**src/rtl/baud_pkg.sv**
```systemverilog
package baud_pkg;
  localparam int unsigned BG_CD_W     = 16;
  localparam int unsigned BG_BD_W     = 8;
  localparam int unsigned BG_PRE_LOG2 = 3;
endpackage

```
**src/rtl/baud_prescale.sv**
```systemverilog
module baud_prescale #(
  parameter int unsigned LOG2 = 3
) (
  input  logic clk,
  input  logic rst_n,
  input  logic clear,
  input  logic sel,
  output logic tick
);
  generate
    if (LOG2 == 0) begin : g_none
      assign tick = 1'b1;
    end else begin : g_cnt
      logic [LOG2-1:0] pcnt;
      always_ff @(posedge clk or negedge rst_n) begin
        if (!rst_n)     pcnt <= '0;
        else if (clear) pcnt <= '0;
        else            pcnt <= pcnt + 1'b1;
      end
      // One selected cycle per wrap when prescaling, else every cycle
      assign tick = sel ? (pcnt == '1) : 1'b1;
    end
  endgenerate
endmodule

```
**src/rtl/baud_stage.sv**
```systemverilog
module baud_stage #(
  parameter int unsigned W = 16
) (
  input  logic         clk,
  input  logic         rst_n,
  input  logic         clear,
  input  logic         step,
  input  logic [W-1:0] limit,
  output logic         fire
);
  logic [W-1:0] cnt;

  // >= keeps the counter from running to full scale if limit shrinks
  assign fire = step && (cnt >= limit);

  always_ff @(posedge clk or negedge rst_n) begin
    if (!rst_n)     cnt <= '0;
    else if (clear) cnt <= '0;
    else if (step)  cnt <= fire ? '0 : cnt + 1'b1;
  end
endmodule

```
**src/rtl/baud_tick_gen.sv**
```systemverilog
module baud_tick_gen
  import baud_pkg::*;
#(
  parameter int unsigned CD_W     = BG_CD_W,
  parameter int unsigned BD_W     = BG_BD_W,
  parameter int unsigned PRE_LOG2 = BG_PRE_LOG2
) (
  input  logic            clk,
  input  logic            rst_n,
  input  logic            clk_sel,
  input  logic [CD_W-1:0] clk_div,
  input  logic [BD_W-1:0] bit_div,
  input  logic            restart,
  output logic            sample_en,
  output logic            bit_en
);
  logic            pre_tick;
  logic            smp_step;
  logic            smp_fire;
  logic            bit_fire;
  logic [CD_W-1:0] cd_limit;

  baud_prescale #(.LOG2(PRE_LOG2)) u_pre (
    .clk   (clk),
    .rst_n (rst_n),
    .clear (restart),
    .sel   (clk_sel),
    .tick  (pre_tick)
  );

  assign cd_limit = clk_div - 1'b1;
  assign smp_step = pre_tick && (clk_div != '0);

  baud_stage #(.W(CD_W)) u_smp (
    .clk   (clk),
    .rst_n (rst_n),
    .clear (restart),
    .step  (smp_step),
    .limit (cd_limit),
    .fire  (smp_fire)
  );

  baud_stage #(.W(BD_W)) u_bit (
    .clk   (clk),
    .rst_n (rst_n),
    .clear (restart),
    .step  (smp_fire),
    .limit (bit_div),
    .fire  (bit_fire)
  );

  always_ff @(posedge clk or negedge rst_n) begin
    if (!rst_n) begin
      sample_en <= 1'b0;
      bit_en    <= 1'b0;
    end else if (restart) begin
      sample_en <= 1'b0;
      bit_en    <= 1'b0;
    end else begin
      sample_en <= smp_fire;
      bit_en    <= bit_fire;
    end
  end
endmodule

```
**config.mk**
```make
export PLATFORM = sky130hd
export DESIGN_NAME = baud_tick_gen
export DESIGN_NICKNAME = d
export VERILOG_FILES = /design/src/rtl/baud_pkg.sv /design/src/rtl/baud_prescale.sv /design/src/rtl/baud_stage.sv /design/src/rtl/baud_tick_gen.sv
export SDC_FILE = /design/constraint.sdc
export NUM_CORES = 1
export LEC_CHECK = 0
export ABC_AREA = 1
export BUFFER_PORTS_ARGS = -buffer_cell sky130_fd_sc_hd__buf_2
export CORE_ASPECT_RATIO = 0.75
export CORE_MARGIN = 4
export CORE_UTILIZATION = 43
export CTS_CLUSTER_DIAMETER = 30
export DETAILED_ROUTE_END_ITERATION = 16
export SETUP_SLACK_MARGIN = 0.3
export SLEW_MARGIN = 15
export SYNTH_ARGS = -nofsm -noshare
export SYNTH_HDL_FRONTEND = slang
export SYNTH_SLANG_ARGS = --single-unit
```
**constraint.sdc**
```tcl
create_clock -name clk -period 4.3 [get_ports clk]
set_input_delay 0.645 -clock clk [delete_from_list [all_inputs] [get_ports clk]]
set_output_delay 0.645 -clock clk [all_outputs]
set_load 0.1 [all_outputs]
```
# Yosys cells after proc, flatten, opt, wreduce, memory -nomap -nowiden
# Cells that the tools add are included.
dict set report word_totals {
  out_inout_bits 2
  word_cells 28
  inputBits 28
  ff_bits 29
}
dict set report op_classes {
  eq_ne 1
  reduce_logical 6
  n_addsub 4
  n_mux 10
  n_lt_le_gt_ge 2
}
# operator count
set ops {}
lappend ops {{$mux 16} 3}
lappend ops {{$mux 8} 3}
lappend ops {{$add 16x1->16 const B} 1}
lappend ops {{$ge 16x16->1} 1}
lappend ops {{$reduce_bool 16->1} 1}
lappend ops {{$sub 16x1->16 const B} 1}
lappend ops {{$add 8x1->8 const B} 1}
lappend ops {{$ge 8x8->1} 1}
lappend ops {{$reduce_bool 2->1} 2}
lappend ops {{$add 3x1->3 const B} 1}
lappend ops {{$eq 3x3->1 const B} 1}
lappend ops {{$logic_and 1x1->1} 3}
lappend ops {{$mux 1} 3}
lappend ops {{$mux 3} 1}

# Logic depth before layout (Yosys ltp)
# Gate-level depths: netlist (run 1).
dict set report depth {
  word_depth 8
  ltp_mapped 19
  mapped_depth_nobuf 18
}

# Hierarchy
# A second synthesis (run 1) with hierarchy kept.
dict set report unflattened {
  cells_unflattened 419
  hier_area_um2 2721.4
}
# module area_each_um2 cells_each n_inst seq_area_each_um2
set modules_own_cells {}
lappend modules_own_cells {{baud_stage at u_smp} 1407.6 216 1 400.4}
lappend modules_own_cells {{baud_stage at u_bit} 680.7 99 1 200.2}
lappend modules_own_cells {baud_tick_gen 506.7 92 1 50.0}
lappend modules_own_cells {baud_prescale 126.4 12 1 75.1}

# Worst setup path before layout (run 1)
# Ideal clock, no wire load.
dict set report synth_timing {
  path_type {input -> register}
  start {input port clk_div[1]}
  end {register u_smp.cnt[4]}
  required_time_ps 4228
  n_path_buf 1
  arrival_time_ps 2623
  cell_stages 17
  slack_ps 1605
  setup_time_ps 72
  path_cell_list {nor2_1 nand2_1 nor3_2 nand2_1 nor3_2 nand2_1 xnor2_1 inv_1 ha_1 a21oi_1 o21ai_0 a21oi_1 nand2_1 nand2_4 buf_6 nand3_1 nor2_1}
}
dict set report synth_between {
  elab_chain_cells 6
  word_cells_on_any_way 9
  classes_between {1 x add/sub; 1 x order compare; 3 x mux; 4 x reduce/logical}
}
# element line
set synth_rtl {}
lappend synth_rtl {{start: declaration} baud_tick_gen.sv:11} ;# input logic [CD_W-1:0] clk_div,
lappend synth_rtl {{$sub 16x1->16 / $reduce_bool 16->1 (equally long branches)} {baud_tick_gen.sv:31, baud_tick_gen.sv:32}}
lappend synth_rtl {{$ge 16x16->1 / $logic_and 1x1->1 (equally long branches)} {baud_stage.sv:14, baud_tick_gen.sv:32}}
lappend synth_rtl {{$logic_and 1x1->1} baud_stage.sv:14} ;# assign fire = step && (cnt >= limit);
lappend synth_rtl {{$mux 16 (2 in a row)} baud_stage.sv:19} ;# else if (step) cnt <= fire ? '0 : cnt + 1'b1;
lappend synth_rtl {{$mux 16} baud_stage.sv:18} ;# else if (clear) cnt <= '0;
lappend synth_rtl {{end signal: assignment} baud_stage.sv:19}
lappend synth_rtl {{end: declaration} baud_stage.sv:11} ;# logic [W-1:0] cnt;
# Parallel ways exist; a longest one is shown, timed or not. The select of a mux whose other input is x is not followed.
# A chain may end at the register's enable or synchronous reset.

# Final worst setup path (run 1)
dict set report layout_timing {
  start {input port clk_div[2]}
  end {register u_bit.cnt[1]}
}
dict set report layout_between {
  elab_chain_cells 7
  word_cells_on_any_way 10
  classes_between {1 x add/sub; 1 x order compare; 3 x mux; 5 x reduce/logical}
}
# element line
set layout_rtl {}
lappend layout_rtl {{$sub 16x1->16 / $reduce_bool 16->1 (equally long branches)} {baud_tick_gen.sv:31, baud_tick_gen.sv:32}}
lappend layout_rtl {{$ge 16x16->1 / $logic_and 1x1->1 (equally long branches)} {baud_stage.sv:14, baud_tick_gen.sv:32}}
lappend layout_rtl {{$logic_and 1x1->1 (*)} baud_stage.sv:14}
lappend layout_rtl {{$logic_and 1x1->1} baud_stage.sv:14}
lappend layout_rtl {{$mux 8 (2 in a row)} baud_stage.sv:19}
lappend layout_rtl {{$mux 8} baud_stage.sv:18}
lappend layout_rtl {{end signal: assignment} baud_stage.sv:19}
lappend layout_rtl {{end: declaration} baud_stage.sv:11}
# Mark *: on every way between the ends. The rest lies on a longest branch, timed or not. The select of a mux whose other input is x is not followed.

==> results of run 1 <==
## path summary, 6_finish.rpt
kind / end / slack (ns) / cells past startpoint
max in group asynchronous: u_smp.cnt[12]$_DFFE_PN0P_ / 3.47 / 1
hold / removal: u_smp.cnt[2]$_DFFE_PN0P_ / 0.40 / 1
hold reg to reg: u_pre.g_cnt.pcnt[0]$_DFF_PN0_ / 0.43 / 1
setup / recovery: u_bit.cnt[1]$_DFFE_PN0P_ / 1.29 / 16
min in group clk: u_pre.g_cnt.pcnt[0]$_DFF_PN0_ / 0.43 / 1
setup reg to reg: u_bit.cnt[1]$_DFFE_PN0P_ / 2.32 / 11
## where the power goes
group | internal, mW | switching [mW] | total, mW
combinational | 0.0338 | 0.0548 | 0.0887
sequential | 0.278 | 0.00489 | 0.282
clock | 0.127 | 0.0984 | 0.225
## placed cells by master, fill, tap and decap left out, drive strengths merged, types with 2 or more instances in the layout
| cell | synthesis | final |
|---|---|---|
| ha | 29 | 29 |
| xor2 | 16 | 16 |
| nor2 | 41 | 41 |
| nand3 | 27 | 27 |
| a21oi | 10 | 10 |
| a21o | 2 | 2 |
| inv | 51 | 51 |
| nand3b | 2 | 2 |
| nand4 | 16 | 16 |
| dfrtp | 29 | 29 |
| nor3 | 13 | 13 |
| o21ai | 11 | 11 |
| nand2 | 73 | 73 |
| xnor2 | 11 | 11 |
| buf | 4 | 29 |
| clkbuf | 2 | 7 |
## synth_stat cells
cell type | instances | share of area
a21o_1 | 2 | 0.0059
a21oi_1 | 8 | 0.016
a21oi_2 | 2 | 0.0069
a31oi_1 | 1 | 0.0025
buf_4 | 1 | 0.0029
buf_6 | 3 | 0.013
clkbuf_1 | 2 | 0.0029
clkinv_1 | 1 | 0.0015
dfrtp_1 | 29 | 0.28
ha_1 | 29 | 0.14
inv_1 | 50 | 0.074
inv_4 | 1 | 0.0025
nand2_1 | 70 | 0.10
nand2_2 | 1 | 0.0025
nand2_4 | 2 | 0.0088
nand3_1 | 26 | 0.051
nand3_2 | 1 | 0.0039
nand3b_1 | 2 | 0.0059
nand4_1 | 16 | 0.039
nor2_1 | 36 | 0.053
nor2_2 | 4 | 0.0098
nor2_4 | 1 | 0.0044
nor3_1 | 8 | 0.016
nor3_2 | 4 | 0.016
nor3_4 | 1 | 0.0064
nor4_2 | 1 | 0.0049
o211ai_1 | 1 | 0.0029
o21ai_0 | 10 | 0.020
o21ai_4 | 1 | 0.0064
xnor2_1 | 11 | 0.038
xor2_1 | 16 | 0.055
## state kept, by name, indices dropped and copies added, names as in the netlist
signal and cells:
u_pre.g_cnt.pcnt 3, sample_en 1, bit_en 1, u_smp.cnt 16, u_bit.cnt 8
## worst max-delay path, stage by stage
cell and delay, ns:
buf_2 0.12, nor2_1 0.08, nand2_1 0.09, nor3_2 0.18
nand2_1 0.15, nor3_2 0.25, nand2_1 0.11, xnor2_1 0.15
inv_1 0.06, ha_1 0.31, nand2_1 0.06, o21ai_0 0.20
a21oi_1 0.09, nand2_1 0.14, nand4_1 0.30, o21ai_0 0.28
## stage by stage
step           worst slack (ns)  utilization  std cells
3_3_place_gp               1.11        0.494        439
6_report                   1.29        0.509        446
2_1_floorplan              1.61            -        341
3_5_place_dp               1.05        0.494        439
4_1_cts                    1.33        0.509        446
5_1_grt                   0.912        0.509        446
## cell type report
cell class                      count  area [um^2]  share of cell area
Multi-Input combinational cell    254         1580               0.558
Sequential cell                    29          726               0.257
Inverter                           52          198              0.0699
Timing Repair Buffer               29          145              0.0513
Tap cell                           75         93.8              0.0332
Clock buffer                        7         86.3              0.0305
## kinds of logic after synthesis
kind of cell | Yosys count | synth area share
flip-flops | 29 | 0.284
buffers and inverters | 58 | 0.0966
XOR/XNOR | 27 | 0.0927
adder cells (fa/ha/maj) | 29 | 0.142
AO/OA/AOI/OAI | 25 | 0.0598
AND/OR/NAND/NOR | 173 | 0.324
## per-layer routing
layer  vias to the layer above  GRT usage  routed length [um]
li1                       1166          -                   -
met1                       983      0.233                2860
met2                        35      0.237                2260
met3                         5     0.0352                 265
met4                         0     0.0405                  17
met5                         -          0                   0
==> summary.md, run 1 <==
| Metric | Value |
|---|---|
| Status | finished, final reports clean |
| Peak supply drop | 0.154 mV |
| RR Startpoint | u_smp.cnt[5]$_DFFE_PN0P_ |
| Crit-path max FO | 8 |
| Root buffer cell | clkbuf_8 |
| Worst min path class | input port to asynchronous set/reset pin |
| Pre-antenna DRT Iters | 4 |
| Number of I/O pins | 30 |
| Power per cell area | 211 nW/um^2 |
| Sequential element share of the synthesized area | 0.284 |
| Setup CP Type | input port to register |
| Die Area | 7240 um^2 |
| Total Power | 596 uW |
| Minimum clock period | 3.01 ns |
| Post-Syn Area per Cell | 7.48 um^2 |
| Fin Hold WS | 0.396 ns |
| Seq cells post-synth | 29 |
| Initial core utilization | 0.459 |
| CP Launch Type | input port |
| Arr. time, crit path | 3.21 ns |
| Relative slew slack | 0.430 |
| Yosys Warn Count | 0 |
| Largest net degree at the start of global routing | 30 |
| Post-DP HPWL | 4190 um |
| Placer congestion estimate | 0.840 |
| Max-slew violation count | 0 |
| FP Rows | 23 |
| CP startpoint | clk_div[2] |
| RSZ-0062 raised after global routing | false |
| Placed cell area | 2740 um^2 |
| CTS tree | done |
| Clk pin slew, worst setup/hold paths | 0.06 ns |
| Setup TNS | 0 ns |
| Synth Net Count | 398 |
| Global-route wire length before repair | 9340 um |
| ANT nets after route | 0 |
| Initial antenna violation count | 0 |
| Hold buffer count at cts | 0 |
| Final period util | 0.701 |
| CTS Buf Count | 5 |
| Setup violators final | 0 |
| CP required | 4.49 ns |
| Antenna fix cells | 0 |
| Core ar. | 5550 um^2 |
| DIE HEIGHT | 74.7 um |
| Max_cap viols | 0 |
| Finished Cell Area | 2830 um^2 |
| CTS max path bufs | 2 |
| Clk_skew | 0.00202 ns |
| Routed WL per cell | 12.1 um |
| Clock Latency Late Sink | 0.28 ns |
| I/O Buffers | 29 |
| Layout area overhead | 10.8% |
| Die W | 96.9 um |
| Clock Sinks | 29 |
| Share of post-route cells with drive strength above 1 | 0.146 |
| Slew @ Worst Pin | 0.855 ns |
| Total grt overflow | 0 |
| Nets | 428 |
| GRT Util Overall | 0.158 |
| CTS resizes | 0 |
| Final hold viol count | 0 |
| Count of different cell masters after synthesis | 31 |
| Starting DRT DRC Count | 85 |
| # H-tree levels | 2 |
| Fmax achieved | 332 MHz |
| Via count | 2,189 |
| Fillers | 551 |
| Synthesized area | 2550 um^2 |
| Via/cell ratio | 4.91 |
| Total setup buffers inserted after CTS | 0 |
| Leakage | 1.52 nW |
| Mapped Cells | 341 |
| Post-route DRC | 0 |
| Wirelength, routed | 5400 um |
| CP endpoint kind | register |
| Number of global-route vias before repair | 1,988 |
Power figures use the tool's default switching activity.
==> inputs of run 2 (changes only) <==
==> constraint.sdc (replaced) <==
create_clock -name clk -period 2.8 [get_ports clk]
set_input_delay 0.42 -clock clk [delete_from_list [all_inputs] [get_ports clk]]
set_output_delay 0.42 -clock clk [all_outputs]
set_load 0.1 [all_outputs]
==> summary.md, run 2 (synthesized netlist as in run 1, its figures left out) <==
| Metric | Value |
|---|---|
| Clk_skew | 0.00677 ns |
| Most frequent cells in the layout | 64 x nand2_1, 47 x inv_1, 34 x nor2_1 |
| Layout area overhead | 22.8% |
| Hold buffer count at cts | 0 |
| Antenna fix cells | 0 |
| Root buffer cell | clkbuf_8 |
| ANT nets after route | 0 |
| Core ar. | 5550 um^2 |
| Wirelength, routed | 5620 um |
| FP Rows | 23 |
| Initial antenna violation count | 0 |
| R2R Path End | u_bit.cnt[3]$_DFFE_PN0P_ |
| Slew @ Worst Pin | 0.635 ns |
| Most common library cell in the layout ignoring fill and taps | nand2_1 |
| CTS tree | done |
| Max FFs per register | 16 |
| Power per cell area | 330 nW/um^2 |
| Most flops, register | u_smp.cnt |
| GRT Util Overall | 0.159 |
| Clock Latency Late Sink | 0.29 ns |
| I/O Buffers | 29 |
| Routed WL per cell | 12.1 um |
| Top flop regs | u_smp.cnt x16, u_bit.cnt x8, u_pre.g_cnt.pcnt x3 |
| Crit-path max FO | 12 |
| Die Area | 7240 um^2 |
| RR Startpoint | u_bit.cnt[3]$_DFFE_PN0P_ |
| CP Launch Type | input port |
| Worst min path class | input port to asynchronous set/reset pin |
| Minimum clock period | 2.36 ns |
| CP required | 3.02 ns |
| Met1 Use GR | 0.248 |
| # H-tree levels | 2 |
| R2r setup slk | 0.91 ns |
| Via/cell ratio | 4.98 |
| Number of global-route vias before repair | 1,980 |
| Global-route wire length before repair | 9460 um |
| Nets | 445 |
| Largest net degree at the start of global routing | 30 |
| Clk pin slew, worst setup/hold paths | 0.07 ns |
| Relative slew slack | 0.576 |
| Max-slew violation count | 0 |
| Die W | 96.9 um |
| Initial core utilization | 0.459 |
| Post-DP HPWL | 4190 um |
| Final period util | 0.842 |
| Global route hottest layer | met1 |
| Peak supply drop | 0.297 mV |
| Number of I/O pins | 30 |
| Setup CP Type | input port to register |
| Total Power | 1.03 mW |
| Share of post-route cells with drive strength above 1 | 0.234 |
| Pre-antenna DRT Iters | 4 |
| Total grt overflow | 0 |
| Placer congestion estimate | 0.864 |
| Fin util | 0.564 |
| CP endpoint kind | register |
| Fmax achieved | 424 MHz |
| Post-route DRC | 0 |
| RSZ-0062 raised after global routing | true |
| DIE HEIGHT | 74.7 um |
| Status | finished, final reports clean |
| Setup violators final | 0 |
| Final hold viol count | 0 |
| Via count | 2,310 |
| GRT met3 Usage | 0.0343 |
| Arr. time, crit path | 2.58 ns |
| Met2 Use GR | 0.222 |
| Max_cap viols | 0 |
| Starting DRT DRC Count | 98 |
| Leakage | 1.63 nW |
| Clock Sinks | 29 |
| CTS Buf Count | 5 |
| Worst reg2reg path depth | 11 |
| CTS max path bufs | 2 |
## run 2: stage by stage
step | setup TNS, ns | worst slack, ns | area (um^2) | cells | hold slack [ns]
2_1_floorplan | 0 | 0.330 | 2550 | 341 | 0.124
4_1_cts | 0 | 0.303 | 3020 | 461 | 0.178
3_3_place_gp | -0.0206 | -0.00997 | 2830 | 451 | 0.424
5_1_grt | 0 | 0.232 | 3130 | 464 | 0.194
3_5_place_dp | -1.46 | -0.115 | 2830 | 451 | 0.429
6_report | 0 | 0.442 | 3130 | 464 | 0.150
## run 2: metal layers
layer  vias to the layer above  routed length, um
met2                        50               2400
met5                         -                  0
met1                      1057               2940
met3                         2                261
met4                         0                 16
li1                       1201                  -
## run 2: final cells by class
class / count / area (um^2)
fillers: 520 / 2420
multi-input cells: 255 / 1700
flip-flops and latches: 29 / 726
repair buffers: 45 / 302
inverters: 52 / 200
well taps: 75 / 93.8
clock buffers: 5 / 68.8
clock inverters: 3 / 46.3
## run 2: worst max-delay path by stage
stage | start | endpoint | slack, ns | depth (start not counted)
5_1_grt | clk_div[1] | u_bit.cnt[6]$_DFFE_PN0P_ | 0.23 | 17
4_1_cts | clk_div[1] | u_smp.cnt[15]$_DFFE_PN0P_ | 0.30 | 18
6_report | clk_div[1] | u_smp.cnt[6]$_DFFE_PN0P_ | 0.44 | 19
3_3_place_gp | clk_div[1] | u_smp.cnt[15]$_DFFE_PN0P_ | -0.01 | 17
3_5_place_dp | clk_div[1] | u_smp.cnt[15]$_DFFE_PN0P_ | -0.12 | 17
2_1_floorplan | clk_div[1] | u_smp.cnt[4]$_DFFE_PN0P_ | 0.33 | 17
## run 2: critical path, stage by stage
cell and delay (ns):
buf_8 0.10, nor2_4 0.09, nand2_2 0.08, nor3_4 0.14
nand2_2 0.11, nor3_4 0.16, nand3_1 0.11, xor2_1 0.16
ha_1 0.28, nand2_1 0.07, inv_1 0.04, nor2_1 0.08
o21ai_1 0.08, a21oi_2 0.15, nand2_4 0.09, buf_12 0.14
nand2_8 0.10, nand4_1 0.10, nand2_1 0.09
## run 2: repair_timing
item	in CTS	in global routing
setup endpoints to repair	25	26
gates resized for setup	12	29
pin swaps	3	9
cloned	1	0
setup buffers	1	3
endpoints found under the hold margin	0	0
## run 2: power by group
group | total [mW] | leakage (nW) | internal (mW) | switching [mW]
clock network | 0.443 | 0.0543 | 0.266 | 0.177
logic | 0.158 | 1.18 | 0.0644 | 0.0935
registers | 0.433 | 0.401 | 0.426 | 0.00702
total | 1.03 | 1.63 | 0.756 | 0.277
